## src/rtl/thermal_throttle_pkg.sv

```systemverilog
package thermal_throttle_pkg;

  // Widest duty / phase field the strobe carries; WIN_LG must stay below it.
  localparam int STROBE_W = 8;

  typedef struct packed {
    logic                loadDuty;   // window closes at this edge
    logic [STROBE_W-1:0] nextDuty;   // duty to hold for the next window
    logic [STROBE_W-1:0] phase;      // position inside the current window
  } modStrobe_t;

endpackage

```

## src/rtl/cool_timer.sv

```systemverilog
module cool_timer #(
  parameter int CNT_W = 12
) (
  input  logic             clk,
  input  logic             rstN,
  input  logic             armed,
  input  logic [CNT_W-1:0] limit,
  output logic             expired
);

  logic [CNT_W-1:0] hotCycles;

  // Counts edges spent with the transition in force; saturates.
  always_ff @(posedge clk) begin
    if (!rstN)
      hotCycles <= '0;
    else if (!armed)
      hotCycles <= '0;
    else if (hotCycles != {CNT_W{1'b1}})
      hotCycles <= hotCycles + 1'b1;
  end

  assign expired = armed && (hotCycles >= limit);

endmodule

```

## src/rtl/throttle_arbiter.sv

```systemverilog
module throttle_arbiter
  import thermal_throttle_pkg::*;
#(
  parameter int WIN_LG = 3
) (
  input  logic              clk,
  input  logic              rstN,
  input  logic              hotIn,
  input  logic              autoEn,
  input  logic              modEn,
  input  logic              xtnEn,
  input  logic              forceMod,
  input  logic              demandOn,
  input  logic [WIN_LG-1:0] demandDuty,
  input  logic              coolFail,
  output modStrobe_t        strobe,
  output logic              xtnCond,
  output logic              xtnReq
);

  localparam int              WIN       = 1 << WIN_LG;
  localparam logic [WIN_LG:0] FULL_DUTY = (WIN_LG + 1)'(WIN);
  localparam logic [WIN_LG:0] HALF_DUTY = (WIN_LG + 1)'(WIN / 2);

  logic [WIN_LG-1:0] phase;
  logic [WIN_LG:0]   reqDuty;
  logic              autoHot;
  logic              autoOwns;
  logic              xtnPrev;

  // Free-running window position.
  always_ff @(posedge clk) begin
    if (!rstN) phase <= '0;
    else       phase <= phase + 1'b1;
  end

  assign autoHot  = autoEn && hotIn;
  assign autoOwns = autoHot && (modEn || xtnEn);
  assign xtnCond  = autoHot && xtnEn;

  // Source arbitration: automatic over on-demand, transition over modulation.
  always_comb begin
    reqDuty = FULL_DUTY;
    if (autoOwns) begin
      if (!xtnEn)
        reqDuty = HALF_DUTY;
      else if (forceMod && modEn && coolFail)
        reqDuty = HALF_DUTY;
    end else if (demandOn && (demandDuty != '0)) begin
      reqDuty = {1'b0, demandDuty};
    end
  end

  // Edge detect on the transition condition gives a one-cycle request.
  always_ff @(posedge clk) begin
    if (!rstN) begin
      xtnPrev <= 1'b0;
      xtnReq  <= 1'b0;
    end else begin
      xtnPrev <= xtnCond;
      xtnReq  <= xtnCond && !xtnPrev;
    end
  end

  always_comb begin
    strobe          = '0;
    strobe.loadDuty = (phase == {WIN_LG{1'b1}});
    strobe.nextDuty = STROBE_W'(reqDuty);
    strobe.phase    = STROBE_W'(phase);
  end

endmodule

```

## src/rtl/throttle_window.sv

```systemverilog
module throttle_window
  import thermal_throttle_pkg::*;
#(
  parameter int WIN_LG = 3
) (
  input  logic       clk,
  input  logic       rstN,
  input  modStrobe_t strobe,
  output logic       clkEn,
  output logic       modActive
);

  localparam int              WIN       = 1 << WIN_LG;
  localparam logic [WIN_LG:0] FULL_DUTY = (WIN_LG + 1)'(WIN);

  logic [WIN_LG:0]   heldDuty;
  logic [WIN_LG-1:0] pos;
  logic [STROBE_W-1:0] unusedDutyHi;
  logic [STROBE_W-1:0] unusedPhaseHi;

  assign pos           = strobe.phase[WIN_LG-1:0];
  assign unusedDutyHi  = strobe.nextDuty;
  assign unusedPhaseHi = strobe.phase;

  // Duty is only replaced when a window closes.
  always_ff @(posedge clk) begin
    if (!rstN)
      heldDuty <= FULL_DUTY;
    else if (strobe.loadDuty)
      heldDuty <= strobe.nextDuty[WIN_LG:0];
  end

  assign clkEn     = ({1'b0, pos} < heldDuty);
  assign modActive = (heldDuty != FULL_DUTY);

endmodule

```

## src/rtl/thermal_throttle.sv

```systemverilog
module thermal_throttle
  import thermal_throttle_pkg::*;
#(
  parameter int WIN_LG = 3,
  parameter int COOL_W = 12
) (
  input  logic              clk,
  input  logic              rstN,
  input  logic              hotIn,
  input  logic              autoEn,
  input  logic              modEn,
  input  logic              xtnEn,
  input  logic              forceMod,
  input  logic [COOL_W-1:0] coolLimit,
  input  logic [WIN_LG+1:0] ctrlReg,
  output logic              clkEn,
  output logic              throttleActive,
  output logic              xtnReq
);

  modStrobe_t strobe;
  logic       xtnCond;
  logic       coolFail;
  logic       modActive;
  logic       unusedCtrlLsb;

  assign unusedCtrlLsb = ctrlReg[0];

  cool_timer #(.CNT_W(COOL_W)) u_cool (
    .clk    (clk),
    .rstN   (rstN),
    .armed  (xtnCond),
    .limit  (coolLimit),
    .expired(coolFail)
  );

  throttle_arbiter #(.WIN_LG(WIN_LG)) u_arb (
    .clk       (clk),
    .rstN      (rstN),
    .hotIn     (hotIn),
    .autoEn    (autoEn),
    .modEn     (modEn),
    .xtnEn     (xtnEn),
    .forceMod  (forceMod),
    .demandOn  (ctrlReg[WIN_LG+1]),
    .demandDuty(ctrlReg[WIN_LG:1]),
    .coolFail  (coolFail),
    .strobe    (strobe),
    .xtnCond   (xtnCond),
    .xtnReq    (xtnReq)
  );

  throttle_window #(.WIN_LG(WIN_LG)) u_win (
    .clk      (clk),
    .rstN     (rstN),
    .strobe   (strobe),
    .clkEn    (clkEn),
    .modActive(modActive)
  );

  assign throttleActive = modActive || xtnCond;

endmodule

```

## config.mk

```make
export PLATFORM = sky130hd
export DESIGN_NAME = thermal_throttle
export DESIGN_NICKNAME = d
export VERILOG_FILES = /design/src/rtl/thermal_throttle_pkg.sv /design/src/rtl/cool_timer.sv /design/src/rtl/throttle_arbiter.sv /design/src/rtl/throttle_window.sv /design/src/rtl/thermal_throttle.sv
export SDC_FILE = /design/constraint.sdc
export NUM_CORES = 1
export LEC_CHECK = 0
export CORE_UTILIZATION = 40
export DETAILED_ROUTE_END_ITERATION = 10
export GPL_TIMING_DRIVEN = 1
export PLACE_DENSITY = 0.76
export SLEW_MARGIN = 15
export SYNTH_ARGS = -nofsm -noshare
export SYNTH_HDL_FRONTEND = slang
export SYNTH_SLANG_ARGS = --single-unit
export TNS_END_PERCENT = 1
```

## constraint.sdc

```tcl
create_clock -name clk -period 3.85 [get_ports clk]
set_clock_uncertainty 0.15 [all_clocks]
set_input_delay 0.77 -clock clk [delete_from_list [all_inputs] [get_ports clk]]
set_output_delay 0.77 -clock clk [all_outputs]
set_load 0.02 [all_outputs]
```

# --- Word level (Yosys, flattened, before mapping) ---
# Cells that the tools add are included.
op_classes:
  addsub: 2
  magnitude_cmp: 2
  n_eq_ne: 3
  n_mux: 4
  reduce_logical: 13
ops:
  columns: ["op", "count"]
  rows:
  - ["two-way mux 4 bit", 4]
  - ["adder 12 x 1 -> 12 bit, second input constant", 1]
  - ["greater-or-equal comparator 12 bit", 1]
  - ["inequality test 12 bit, second input constant", 1]
  - ["logical AND 1 bit", 8]
  - ["< comparator 3 x 4 -> 1 bit", 1]
  - ["inequality test 4 bit, second input constant", 1]
  - ["adder 3 x 1 -> 3 bit, second input constant", 1]
  - ["equality test 3 bit, second input constant", 1]
  - ["nonzero test 3 bit", 1]
  - ["logical OR 1 bit", 2]
  - ["AND reduction 2 bit", 1]
  - ["logical NOT 1 bit", 1]
word_totals:
  regBits: 21
  inputBits: 24
  output_inout_bits: 3
  word_cells: 29

# --- Depth between registers and ports, before layout ---
depth:
  ltp_word: 7
  mapped_depth: 7
  ltp_nobuf: 7

# --- Cells and area by module ---
# Synthesis repeated with hierarchy kept, for this count alone.
unflattened:
  cells_unflattened: 162
  area_unflattened_um2: 1415.1
by_module_without_submodules:
  columns: ["mod", "instances", "cells_each", "area_per_inst_um2", "seq_area_each_um2"]
  rows:
  - ["cool_timer", 1, 107, 889.6, 240.2]
  - ["throttle_arbiter", 1, 32, 306.5, 100.1]
  - ["throttle_window", 1, 22, 212.7, 80.1]
  - ["thermal_throttle", 1, 1, 6.3, 0.0]

# --- Least setup slack after synthesis ---
# Ideal clock, no wire load.
synth_path:
  path_type: "input-to-reg"
  from: "input port coolLimit[0]"
  to: "register u_win.heldDuty[2]"
  setup_ps: 115
  t_arrival_ps: 1912
  required_time_ps: 3585
  path_slack_ps: 1673
  cell_stages: 6
  n_path_buf: 0
  cell_sequence: "ha_1 -> nand2b_1 -> a2111oi_0 -> nand4b_1 -> nand4_1 -> o21a_1"
synth_between:
  elab_chain_cells: 6
synth_rtl:
  columns: ["element", "line", "rtl"]
  rows:
  - ["start, declared", "thermal_throttle.sv:14", "input logic [COOL_W-1:0] coolLimit,"]
  - ["greater-or-equal comparator 12 bit", "cool_timer.sv:23", "assign expired = armed && (hotCycles >= limit);"]
  - ["logical AND 1 bit", "cool_timer.sv:23", null]
  - ["logical AND 1 bit", "throttle_arbiter.sv:47", "else if (forceMod && modEn && coolFail)"]
  - ["two-way mux 4 bit", "throttle_arbiter.sv:47", null]
  - ["two-way mux 4 bit", "throttle_arbiter.sv:45", "if (!xtnEn)"]
  - ["two-way mux 4 bit", "throttle_arbiter.sv:44", "if (autoOwns) begin"]
  - ["end signal, assigned", "throttle_window.sv:30", "heldDuty <= strobe.nextDuty[WIN_LG:0];"]
  - ["end, declared", "throttle_window.sv:16", "logic [WIN_LG:0] heldDuty;"]
# Every way passes these cells.
# A chain may end at the register's enable or synchronous reset.

# --- Worst setup path in the final report ---
layout_path:
  from: "input port hotIn"
  to: "output port throttleActive"
layout_between:
  elab_chain_cells: 3
layout_rtl:
  columns: ["element", "line", "rtl"]
  rows:
  - ["start, declared", "thermal_throttle.sv:9", "input logic hotIn,"]
  - ["logical AND 1 bit", "throttle_arbiter.sv:37", "assign autoHot = autoEn && hotIn;"]
  - ["logical AND 1 bit", "throttle_arbiter.sv:39", "assign xtnCond = autoHot && xtnEn;"]
  - ["logical OR 1 bit", "thermal_throttle.sv:61", "assign throttleActive = modActive || xtnCond;"]
  - ["end, declared", "thermal_throttle.sv:17", "output logic throttleActive,"]
# Every way passes these cells.

==> flow_summary.ini <==
[die]
die_h_um = 58.7
placementRows = 20
fp.dieW_um = 58.7
start_util_pct = 42.1
core_um2 = 3050
io_pins = 27
die_area_um2 = 3450

[clock_tree]
cts_hold_buf = 0
htreeDepth = 1
cts_root_buf = clkbuf_4
clk_latency_ns = 0.30
cts_sinks = 21
clk_path_buf_depth = 2
cts_resized = 0
postCtsSetupBuffers = 0
cts_tree = built
clk_pin_slew_ns = 0.11
cts_made_buffers = 3

[pwr]
power_leakage_nw = 0.653
pwr_density_cell_nw_per_um2 = 238
worst_ir_drop_vdd_uv = 93.1

[hold_path]
hold_path_class = flop to flop

[yosys]
syn_inst = 153
synthAdderAreaFrac_pct = 16.5
synth_warnings = 0
synth_nets = 194
synthSimpleGateAreaFrac_pct = 23.2
synth-compound-area-share_pct = 15.5
synth-seq-area-share_pct = 32.7
ys_seq_elements = 21
synth_xor_area_share_pct = 5.45
synth_cell_types = 35
netlist_area_um2 = 1290
avgSynthCellArea_um2 = 8.41
muxShareOfSynthArea_pct = 0.778
synth_top_family_by_area = simple AND/OR/NAND/NOR gates

[layout]
layout_commonest_cell = clkdlybuf4s50_1
nets = 222
insertedDiodeCount = 0
area_growth_pct = 24.9
multi_input_area_um2 = 791
regArea_um2 = 420
fin_cells = 224
nFillCells = 314
drive_above_1_share_pct = 4.44
final_cell_mix = 25 x clkdlybuf4s50_1, 21 x dfxtp_1, 17 x inv_1, 17 x ha_1

[setup_path]
worstPathArrival_ns = 2.19
cp-start-kind = input pin
ff2ff_setup_slack_ns = 1.84
cp.required_ns = 2.93
path_max_fanout = 3
crit_type = input pin to primary output
critPathCaptureType = primary output

[status]
outcome = finished, final reports clean

[sta]
fin_crit_sh_pct = 80.9
period_needed_ns = 3.11
fmax_mhz = 321
worst_pin_slew_ns = 0.514
finalSetupViolCount = 0
finalSetupTns_ns = 0
hold_violations = 0
rsz0062_at_grt = no
slew_viol_final = 0
relSlewSlack_pct = 65.7

[grt]
grt_start_max_net_pins = 14
overflow = 0
track_usage_pct = 17.9
grt_pass1_wl_mm = 4.68
antenna_found_initial = 0
grt_pass1_vias = 1164

[routing]
num_vias = 1149
ant_nets = 0
drcViolationCount = 0
routedWlPerCell_um = 12.3
via_per_inst = 5.13
drt_iter0_drc = 40
dr.pass1.iters = 5
drt-total-wl_mm = 2.75

[place]
hpwl_mm = 2.21
gp_congestion = 0.817
io_buffer_count = 25
place_inst = 220

[flow_run]
maxCapViolations = 0
-- area by class of cell --
cell class / count / share of cell area [%]
clock buffer: 4 / 1.64
inverter: 17 / 3.97
multi-input combinational: 113 / 49.2
sequential: 21 / 26.2
tap: 44 / 3.43
timing repair buffer: 25 / 15.6
-- power by group --
| part | internal [mW] | switching (mW) |
|---|---|---|
| sequential | 0.221 | 0.00237 |
| clock | 0.0403 | 0.0653 |
| combinational | 0.0332 | 0.0211 |
| total | 0.294 | 0.0887 |
-- state kept, by name, summed over array words and instances (netlist names) --
signal and flops:
u_cool.hotCycles 12, u_arb.phase 3, u_win.heldDuty 4, u_arb.xtnPrev 1
u_arb.xtnReq 1
-- worst paths after layout --
path / end / cells after the start / startpoint
worst max-delay path: throttleActive / 5 / hotIn
worst min-delay path: u_arb.xtnReq$_SDFF_PN0_ / 1 / u_arb.xtnPrev$_SDFF_PN0_
worst max register to register: u_win.heldDuty[2]$_SDFFE_PN0N_ / 7 / u_cool.hotCycles[0]$_SDFFE_PN0P_
worst min register to register: u_arb.xtnReq$_SDFF_PN0_ / 1 / u_arb.xtnPrev$_SDFF_PN0_
-- kinds of logic (layout without fill, tap and decap cells) --
logic type / count (synthesis) / after routing
AO/OA/AOI/OAI: 33 / 33
XOR/XNOR: 8 / 8
adder cells (fa/ha/maj): 17 / 17
buffers and inverters: 19 / 46
flip-flops: 21 / 21
multiplexers: 1 / 1
AND/OR/NAND/NOR: 54 / 54
-- stage by stage --
| stage | hold WS (ns) | setup WS, ns | cell area [um2] | power, mW | utilization (%) |
|---|---|---|---|---|---|
| floorplan | 0.218 | 1.67 | 1290 | 0.250 | - |
| global placement | 0.222 | 0.792 | 1580 | 0.280 | 51.8 |
| detailed placement | 0.245 | 0.731 | 1580 | 0.282 | 51.8 |
| CTS | 0.258 | 0.726 | 1610 | 0.388 | 52.6 |
| global route | 0.269 | 0.670 | 1610 | 0.401 | 52.6 |
| finish | 0.249 | 0.736 | 1610 | 0.383 | 52.6 |
-- worst max-delay path, cell delays in order --
cell	delay (ns)
clkdlybuf4s50_1	0.49
and2_1	0.17
nand2_1	0.07
nand4_1	0.09
clkdlybuf4s50_1	0.60
-- cells in the mapped netlist --
library cell	count	area (um2)
a2111oi_0	1	8.76
a211oi_1	1	7.51
a21boi_0	2	15.0
a21oi_1	12	60.1
a2bb2oi_1	1	8.76
a31oi_1	3	18.8
a41oi_1	1	8.76
and2_1	4	25.0
and3_1	1	6.26
buf_4	1	7.51
clkbuf_1	1	3.75
dfxtp_1	21	420
ha_1	17	213
inv_1	17	63.8
mux2i_1	1	10.0
nand2_1	12	45.0
nand2b_1	4	25.0
nand3_1	6	30.0
nand3_2	1	10.0
nand4_1	4	25.0
nand4b_1	1	8.76
nor2_1	9	33.8
nor2_2	1	6.26
nor2b_1	3	18.8
nor3_1	4	20.0
nor4_4	1	21.3
o21a_1	2	15.0
o21ai_0	8	40.0
o31a_1	1	8.76
o31ai_1	1	7.51
or2_2	1	6.26
or3_1	1	6.26
or3_4	1	11.3
xnor2_1	6	52.6
xor2_1	2	17.5
-- metal layers --
metal	vias to the layer above	track usage, %	part of all wire (%)
met5	-	0	0
met2	14	37.9	56
met1	550	17.6	41
met4	0	4.42	0.29
met3	2	2.64	2.3
li1	583	-	-
No activity file was read; power rests on OpenSTA's default activity.
